==> src/rtl/lin_resp_pkg.sv <==
`timescale 1ns/1ps
// lin_resp_pkg
// Shared widths and types for the LIN response controller.
// Assumes LIN byte framing: 8-bit bytes and 6-bit identifiers.
package lin_resp_pkg;

    localparam int BYTE_W = 8;
    localparam int ID_W   = 6;

    // Node action encoding; the reserved code behaves as ignore.
    typedef enum logic [1:0] {
        ACT_PUBLISH   = 2'b00,
        ACT_SUBSCRIBE = 2'b01,
        ACT_IGNORE    = 2'b10,
        ACT_RESERVED  = 2'b11
    } node_act_e;

    // Frame phases of the controller.
    typedef enum logic [1:0] {
        PH_IDLE = 2'b00,
        PH_HDR  = 2'b01,
        PH_DATA = 2'b10,
        PH_CHK  = 2'b11
    } frame_phase_e;

    // Per-frame options captured at frame start.
    typedef struct packed {
        logic      is_master;
        node_act_e act;
        logic      par_off;
        logic      chk_off;
        logic      chk_classic;
        logic      len_by_id;
    } frame_cfg_t;

endpackage

==> src/rtl/lin_pid_par.sv <==
`timescale 1ns/1ps
// lin_pid_par
// Combinational identifier parity: returns the two parity bits
// {P1, P0} for a 6-bit identifier. P0 is even parity over bits 0,1,2,4.
// P1 is odd parity over bits 1,3,4,5.
// Assumes ID_W is 6; other widths are not meaningful for LIN.
module lin_pid_par
    import lin_resp_pkg::*;
(
    input  logic [ID_W-1:0] id,
    output logic [1:0]      par
);

    // Parity pair for the identifier
    always_comb begin
        par[0] = id[0] ^ id[1] ^ id[2] ^ id[4];
        par[1] = ~(id[1] ^ id[3] ^ id[4] ^ id[5]);
    end

endmodule

==> src/rtl/lin_len_dec.sv <==
`timescale 1ns/1ps
// lin_len_dec
// Finds the index of the last data byte: byte count minus one.
// It uses either the length field or identifier bits 5:4.
// Assumes LEN_W >= 3 so that the identifier-derived index 7 fits.
module lin_len_dec #(
    parameter int LEN_W = 8
) (
    input  logic             len_by_id,
    input  logic [LEN_W-1:0] len_field,
    input  logic [1:0]       id_code,
    output logic [LEN_W-1:0] last_idx
);

    // Pick the last-byte index from the selected source
    always_comb begin
        if (!len_by_id) begin
            last_idx = len_field;
        end else begin
            case (id_code)
                2'b10:   last_idx = LEN_W'(3);
                2'b11:   last_idx = LEN_W'(7);
                default: last_idx = LEN_W'(1);
            endcase
        end
    end

endmodule

==> src/rtl/lin_cksum_acc.sv <==
`timescale 1ns/1ps
// lin_cksum_acc
// Running sum with end-around carry. A carry out of the top bit is
// added back into bit 0. 'trial' shows the sum that would result from
// adding add_val, so that a received checksum byte can be tested
// without storing it.
// Assumes init and add are never both high.
module lin_cksum_acc #(
    parameter int W = 8
) (
    input  logic         clk,
    input  logic         rst_n,
    input  logic         init,
    input  logic [W-1:0] init_val,
    input  logic         add,
    input  logic [W-1:0] add_val,
    output logic [W-1:0] sum_q,
    output logic [W-1:0] trial
);

    logic [W:0] raw;

    // One end-around-carry addition
    always_comb begin
        raw   = {1'b0, sum_q} + {1'b0, add_val};
        trial = raw[W-1:0] + W'(raw[W]);
    end

    // Load or accumulate the sum
    always_ff @(posedge clk) begin
        if (!rst_n) begin
            sum_q <= '0;
        end else if (init) begin
            sum_q <= init_val;
        end else if (add) begin
            sum_q <= trial;
        end
    end

    AST_SUM_LOAD: assert property (@(posedge clk) disable iff (!rst_n)
        init |=> (sum_q == $past(init_val)));
    AST_SUM_HOLD: assert property (@(posedge clk) disable iff (!rst_n)
        (!init && !add) |=> $stable(sum_q));

endmodule

==> src/rtl/lin_resp_ctrl.sv <==
`timescale 1ns/1ps
// lin_resp_ctrl
// Byte-level LIN frame controller: protected identifier, response length,
// publish/subscribe/ignore data path, checksum, and sticky error flags.
// Assumes break and sync have already been handled by the serialiser.
// Handshakes pass straight through with no buffering, and frame_start
// may abort a frame that is running.
module lin_resp_ctrl
    import lin_resp_pkg::*;
#(
    parameter int LEN_W = 8
) (
    input  logic              clk,
    input  logic              rst_n,
    input  logic              frame_start,
    input  logic              cfg_master,
    input  logic [1:0]        cfg_action,
    input  logic              cfg_parity_off,
    input  logic              cfg_chk_off,
    input  logic              cfg_chk_classic,
    input  logic              cfg_len_by_id,
    input  logic [LEN_W-1:0]  cfg_len_field,
    input  logic [5:0]        frame_id,
    input  logic [7:0]        wr_data,
    input  logic              wr_valid,
    output logic              wr_ready,
    output logic [7:0]        tx_data,
    output logic              tx_valid,
    input  logic              tx_ready,
    input  logic [7:0]        rx_data,
    input  logic              rx_valid,
    output logic              rx_ready,
    output logic [7:0]        rd_data,
    output logic              rd_valid,
    input  logic              rd_ready,
    output logic              resp_done,
    output logic              err_parity,
    output logic              err_chk,
    output logic              err_ignore
);

    localparam logic [BYTE_W-1:0] ALL_ONES = '1;

    frame_phase_e      phase_q;
    frame_cfg_t        cfg_q;
    logic [ID_W-1:0]   id_q;
    logic [LEN_W-1:0]  len_q;
    logic [LEN_W-1:0]  last_q;
    logic [LEN_W-1:0]  cnt_q;
    logic              done_q;
    logic              perr_q;
    logic              cerr_q;
    logic              ierr_q;

    logic              publishing;
    logic              moves_data;
    logic [ID_W-1:0]   par_id;
    logic [1:0]        par_bits;
    logic [BYTE_W-1:0] pid_tx;
    logic [BYTE_W-1:0] hdr_byte;
    logic              par_bad;
    logic [LEN_W-1:0]  last_idx;
    logic              hdr_fire;
    logic              data_fire;
    logic              chk_fire;
    logic [BYTE_W-1:0] byte_in;
    logic [BYTE_W-1:0] sum_q;
    logic [BYTE_W-1:0] sum_trial;
    logic              ck_init;
    logic [BYTE_W-1:0] ck_init_val;

    // Role and identifier decode for the current frame
    always_comb begin
        publishing = (cfg_q.act == ACT_PUBLISH);
        moves_data = (cfg_q.act == ACT_PUBLISH) || (cfg_q.act == ACT_SUBSCRIBE);
        par_id     = cfg_q.is_master ? id_q : rx_data[ID_W-1:0];
        pid_tx     = cfg_q.par_off ? {2'b00, id_q} : {par_bits, id_q};
        hdr_byte   = cfg_q.is_master ? pid_tx : rx_data;
        par_bad    = !cfg_q.par_off && (rx_data[BYTE_W-1:ID_W] != par_bits);
    end

    lin_pid_par u_pid_par (
        .id  (par_id),
        .par (par_bits)
    );

    lin_len_dec #(
        .LEN_W (LEN_W)
    ) u_len_dec (
        .len_by_id (cfg_q.len_by_id),
        .len_field (len_q),
        .id_code   (par_id[5:4]),
        .last_idx  (last_idx)
    );

    // Byte routing and handshake steering for each phase
    always_comb begin
        tx_valid  = 1'b0;
        tx_data   = '0;
        wr_ready  = 1'b0;
        rx_ready  = 1'b0;
        rd_valid  = 1'b0;
        rd_data   = '0;
        hdr_fire  = 1'b0;
        data_fire = 1'b0;
        chk_fire  = 1'b0;
        byte_in   = rx_data;
        case (phase_q)
            PH_HDR: begin
                if (cfg_q.is_master) begin
                    tx_valid = 1'b1;
                    tx_data  = pid_tx;
                    hdr_fire = tx_ready;
                end else begin
                    rx_ready = 1'b1;
                    hdr_fire = rx_valid;
                end
            end
            PH_DATA: begin
                if (publishing) begin
                    tx_valid  = wr_valid;
                    tx_data   = wr_valid ? wr_data : '0;
                    wr_ready  = tx_ready;
                    data_fire = wr_valid && tx_ready;
                    byte_in   = wr_data;
                end else begin
                    rd_valid  = rx_valid;
                    rd_data   = rx_valid ? rx_data : '0;
                    rx_ready  = rd_ready;
                    data_fire = rx_valid && rd_ready;
                end
            end
            PH_CHK: begin
                if (publishing) begin
                    tx_valid = 1'b1;
                    tx_data  = ~sum_q;
                    chk_fire = tx_ready;
                end else begin
                    rx_ready = 1'b1;
                    chk_fire = rx_valid;
                end
            end
            default: ;
        endcase
    end

    // Checksum seeding: enhanced starts from the identifier byte
    always_comb begin
        ck_init     = (phase_q == PH_HDR) && hdr_fire && !frame_start;
        ck_init_val = cfg_q.chk_classic ? '0 : hdr_byte;
    end

    lin_cksum_acc #(
        .W (BYTE_W)
    ) u_cksum (
        .clk      (clk),
        .rst_n    (rst_n),
        .init     (ck_init),
        .init_val (ck_init_val),
        .add      (data_fire && !frame_start),
        .add_val  (byte_in),
        .sum_q    (sum_q),
        .trial    (sum_trial)
    );

    // Frame sequencing, byte counting and sticky flags
    always_ff @(posedge clk) begin
        if (!rst_n) begin
            phase_q <= PH_IDLE;
            cfg_q   <= '0;
            id_q    <= '0;
            len_q   <= '0;
            last_q  <= '0;
            cnt_q   <= '0;
            done_q  <= 1'b0;
            perr_q  <= 1'b0;
            cerr_q  <= 1'b0;
            ierr_q  <= 1'b0;
        end else begin
            done_q <= 1'b0;
            if (frame_start) begin
                cfg_q.is_master   <= cfg_master;
                cfg_q.act         <= node_act_e'(cfg_action);
                cfg_q.par_off     <= cfg_parity_off;
                cfg_q.chk_off     <= cfg_chk_off;
                cfg_q.chk_classic <= cfg_chk_classic;
                cfg_q.len_by_id   <= cfg_len_by_id;
                id_q              <= frame_id;
                len_q             <= cfg_len_field;
                cnt_q             <= '0;
                perr_q            <= 1'b0;
                cerr_q            <= 1'b0;
                ierr_q            <= 1'b0;
                phase_q           <= PH_HDR;
            end else begin
                case (phase_q)
                    PH_HDR: begin
                        if (hdr_fire) begin
                            cnt_q  <= '0;
                            last_q <= last_idx;
                            if (!cfg_q.is_master && par_bad) begin
                                perr_q <= 1'b1;
                            end
                            if (moves_data) begin
                                phase_q <= PH_DATA;
                            end else begin
                                phase_q <= PH_IDLE;
                                ierr_q  <= 1'b1;
                            end
                        end
                    end
                    PH_DATA: begin
                        if (data_fire) begin
                            if (cnt_q == last_q) begin
                                if (cfg_q.chk_off) begin
                                    phase_q <= PH_IDLE;
                                    done_q  <= 1'b1;
                                end else begin
                                    phase_q <= PH_CHK;
                                end
                            end else begin
                                cnt_q <= cnt_q + LEN_W'(1);
                            end
                        end
                    end
                    PH_CHK: begin
                        if (chk_fire) begin
                            phase_q <= PH_IDLE;
                            done_q  <= 1'b1;
                            if (!publishing && (sum_trial != ALL_ONES)) begin
                                cerr_q <= 1'b1;
                            end
                        end
                    end
                    default: ;
                endcase
            end
        end
    end

    assign resp_done  = done_q;
    assign err_parity = perr_q;
    assign err_chk    = cerr_q;
    assign err_ignore = ierr_q;

    AST_DONE_PULSE: assert property (@(posedge clk) disable iff (!rst_n)
        resp_done |=> !resp_done);
    AST_FLAGS_CLEARED: assert property (@(posedge clk) disable iff (!rst_n)
        frame_start |=> (!err_parity && !err_chk && !err_ignore));
    AST_IGNORE_NO_DONE: assert property (@(posedge clk) disable iff (!rst_n)
        $rose(err_ignore) |-> !resp_done);
    AST_HDR_ID_BITS: assert property (@(posedge clk) disable iff (!rst_n)
        (phase_q == PH_HDR && cfg_q.is_master) |-> (tx_data[ID_W-1:0] == id_q));
    AST_CNT_RANGE: assert property (@(posedge clk) disable iff (!rst_n)
        (phase_q == PH_DATA) |-> (cnt_q <= last_q));
    AST_CHK_HOLD: assert property (@(posedge clk) disable iff (!rst_n)
        (phase_q == PH_CHK && publishing && !tx_ready && !frame_start)
        |=> (tx_valid && $stable(tx_data)));
    AST_NO_CHK_ERR_OFF: assert property (@(posedge clk) disable iff (!rst_n)
        (cfg_q.chk_off && !frame_start) |=> !$rose(err_chk));

endmodule

==> config.mk <==
export PLATFORM = sky130hd
export DESIGN_NAME = lin_resp_ctrl
export DESIGN_NICKNAME = d
export VERILOG_FILES = /design/src/rtl/lin_resp_pkg.sv /design/src/rtl/lin_pid_par.sv /design/src/rtl/lin_len_dec.sv /design/src/rtl/lin_cksum_acc.sv /design/src/rtl/lin_resp_ctrl.sv
export SDC_FILE = /design/constraint.sdc
export NUM_CORES = 1
export LEC_CHECK = 0
export CAP_MARGIN = 20
export CORE_MARGIN = 10
export CORE_UTILIZATION = 50
export CTS_CLUSTER_SIZE = 25
export DETAILED_ROUTE_END_ITERATION = 6
export PLACE_DENSITY = 0.78
export RECOVER_POWER = 50
export SYNTH_ARGS = -nofsm -noshare
export SYNTH_HDL_FRONTEND = slang
export SYNTH_SLANG_ARGS = --single-unit
export TNS_END_PERCENT = 50
==> constraint.sdc <==
create_clock -name clk -period 5.34 [get_ports clk]
set_input_delay 0.534 -clock clk [delete_from_list [all_inputs] [get_ports clk]]
set_output_delay 0.534 -clock clk [all_outputs]
set_load 0.01 [all_outputs]
==> out/results.ini <==
[status]
status = finished with violations
violations = capacitance limit, slew limit

[yosys]
yosysUniqueCellTypes = 50
netlist_instances = 407
synthesis.nets = 465
yosys_warnings = 0
synth_edf_count = 0
syn_area_sq_mm = 0.003422
avgSynthCellArea_sq_um = 8.408
yosysSeqAreaShare_pct = 29.84
async_flop_share_pct = 0
synth-main-ff-cell = dfxtp_1
synth_seq_cells = 51

[cts]
clock_latency_ns = 0.31
htreeDepth = 2
root_buffer = clkbuf_8
cts_setup_buffers = 0
cts_buffers = 5
cts.clk_slew.worst_paths_ns = 0.09
cts_resized = 0
cts_hold_buf = 0
cts_sinks = 51
cts_tree = built
clockBufferDepth = 2

[worst_hold_path]
hp-start = err_ignore
hold_end = err_ignore
worstHoldPathCells = 2
hold_class = reg -> reg

[place]
pre_cts_ws_ns = 1.130
placed_cell_area_sq_mm = 0.004121
io_buffers = 67
routabilityCongestion = 0.9268
hpwl_mm = 7.343

[routing]
drc = 0
via_count = 3109
wl_per_cell_um = 17.54
vias_per_cell = 5.694
wl_mm = 9.579
dr.pass1.iters = 5
ant_nets = 0
drt-initial-drc-count = 182

[power]
netSwitchingFraction_pct = 29.05
internal-power_uw = 662.5
clkPwrFrac_pct = 31.2
ir_drop_uv = 153.8
p_leak_nw = 1.687
sequentialPowerShare_pct = 44.8
power_switching_uw = 271.3
power_density_mw_per_mm2 = 219.9
combPwrFrac_pct = 24.1

[finish]
final_common_cell = clkdlybuf4s50_1
fillCellCount = 582
layout_common_cells = 61 x clkdlybuf4s50_1, 51 x dfxtp_1, 44 x nor2_1
drive_gt1_share_pct = 7.082
area_delta_synth_final_pct = 24.09
nets = 523
final_area_sq_mm = 0.004247
n_antenna_cell = 0

[die]
floorplan.initialDensity_pct = 50.93
coreArea_sq_mm = 0.006719
dieArea_sq_mm = 0.01055
die_h_um = 102.7
ios = 68
rows = 30
die_w_um = 102.7

[timing]
finalClockSkew_ns = 0.01280
slew_headroom_pct = -19.11
fmax_mhz = 235.3
hold_viol = 0
fin_hold_ws_ns = 0.4675
tns_ns = 0
period_needed_ns = 4.249
tightest_slew_ns = 1.787
setup_viol = 0
fin_ws_ns = 1.091
period_share_pct = 79.57
slew_viol_final = 28
rsz0062_at_grt = false

[critical_path]
crit_path_end_kind = flip-flop
crit_chain = nand2b_1 -> nor3_1 -> buf_4 -> mux2_2 -> ha_1 -> inv_1 -> fa_1 -> nand2b_1 -> a21oi_1 -> a31oi_1 -> nor2b_1 -> o21ai_0 -> nand2b_1 -> ha_1 -> ha_1 -> and2_1 -> nand2_1 -> nor3_1 -> mux2_2 -> a32o_1 -> a41oi_2
crit_type = reg -> reg
r2r_start = phase_q[1]
cp.arrival_ns = 4.48
cp_slowest_cell = dfxtp_1
r2r_cells = 21
startpoint_type = flip-flop
cpPeakStageDelay_ns = 0.58
cp_max_fo = 14
timing.rr.end = err_chk
r2r_slack_ns = 1.09
required_ns = 5.57

[global_route]
grt_pass1_vias = 3039
grt_util_all_layers_pct = 17.91
overflow = 0
antenna_found_initial = 0
grt_max_degree = 28
grt_pass1_wl_mm = 15.15

[flow_run]
max-cap-violations = 1

==> metrics by stage <==
stage | utilization [%] | std cells | power (mW)
6_report | 63.20 | 546 | 0.9339
3_3_place_gp | 61.34 | 537 | 0.6430
2_1_floorplan | - | 407 | 0.5676
5_1_grt | 63.20 | 546 | 0.9801
3_5_place_dp | 61.34 | 537 | 0.6469
4_1_cts | 63.15 | 545 | 0.9355
==> metal layers <==
metal / track usage [%] / wire (um)
met4: 6.845 / 277
met1: 22.28 / 4274
met3: 4.088 / 829
met2: 29.39 / 4199
met5: 0 / 0
==> Yosys cell counts (2+ instances only) <==
cell type / number / area share [%]
o311ai_0: 3 / 0.77
a21oi_1: 23 / 3.4
buf_2: 6 / 0.88
nor3_1: 10 / 1.5
o22ai_1: 4 / 0.73
a31oi_1: 3 / 0.55
a21boi_0: 3 / 0.66
inv_1: 9 / 0.99
and3_1: 8 / 1.5
nor2b_1: 30 / 5.5
nand2b_1: 8 / 1.5
xnor2_1: 23 / 5.9
nor2_1: 44 / 4.8
ha_1: 13 / 4.8
nand2_1: 29 / 3.2
o211ai_1: 2 / 0.44
mux2i_1: 31 / 9.1
clkbuf_1: 12 / 1.3
a21o_1: 3 / 0.66
a221oi_1: 6 / 1.5
o211a_1: 3 / 0.88
nand3_1: 7 / 1.0
dfxtp_1: 51 / 30
o21ai_0: 10 / 1.5
o21a_1: 3 / 0.66
xor2_1: 12 / 3.1
and2_1: 10 / 1.8
nand4_1: 7 / 1.3
or3_1: 3 / 0.55
mux2_2: 11 / 3.6
==> cell type report <==
type / count / area [sq um] / area share [%]
clock buffer: 6 / 82.58 / 1.945
clock inverter: 2 / 38.79 / 0.9134
inverter: 9 / 33.78 / 0.7955
multi-input combinational: 327 / 2273 / 53.54
sequential: 51 / 1021 / 24.04
tap: 80 / 100.1 / 2.357
timing repair buffer: 71 / 696.9 / 16.41
==> state kept, by name (all words and copies together), names as in the netlist, 2 cells and up <==
| register | count |
|---|---|
| cnt_q | 8 |
| last_q | 8 |
| len_q | 8 |
| u_cksum.sum_q | 8 |
| cfg_q | 7 |
| id_q | 6 |
| phase_q | 2 |
==> how the worst max path moves through the flow <==
stage / start / slack, ns / to
after floorplan: phase_q[0] / 1.39 / err_chk
after global placement: phase_q[1] / 1.30 / err_chk
after detailed placement: phase_q[1] / 1.13 / err_chk
after CTS: phase_q[1] / 1.11 / err_chk
after global routing: phase_q[1] / 0.77 / err_chk
final: phase_q[1] / 1.09 / err_chk
==> critical path: cells and delay by family, from the launching register on <==
family | cells | cell delay, ns
muxes | 2 | 0.60
adders and majority gates | 4 | 0.80
and+or+nand+nor | 8 | 1.01
DFF | 1 | 0.58
buffers and inverters | 2 | 0.29
AOI/OAI and AO/OA | 5 | 0.87
==> power groups by stage <==
| stage | Clock (mW) | Sequential [mW] | Combinational [mW] |
|---|---|---|---|
| after global placement | 0 | 0.426 | 0.217 |
| final | 0.291 | 0.418 | 0.225 |
| after CTS | 0.296 | 0.417 | 0.222 |
| after global routing | 0.313 | 0.420 | 0.247 |
| after detailed placement | 0 | 0.426 | 0.221 |
| after floorplan | 0 | 0.415 | 0.152 |
==> cell families (layout without fill, tap and decap cells) <==
logic type / count (synthesis) / count (layout) / share of synthesized area (%)
fa+ha+maj: 14 / 14 / 5.338
buf+inv: 29 / 88 / 3.729
flops: 51 / 51 / 29.84
compound gates: 73 / 73 / 14.95
xor+xnor: 35 / 35 / 8.958
simple gates: 162 / 162 / 24.10
mux: 43 / 43 / 13.09
(Power assumes the default switching activity.)
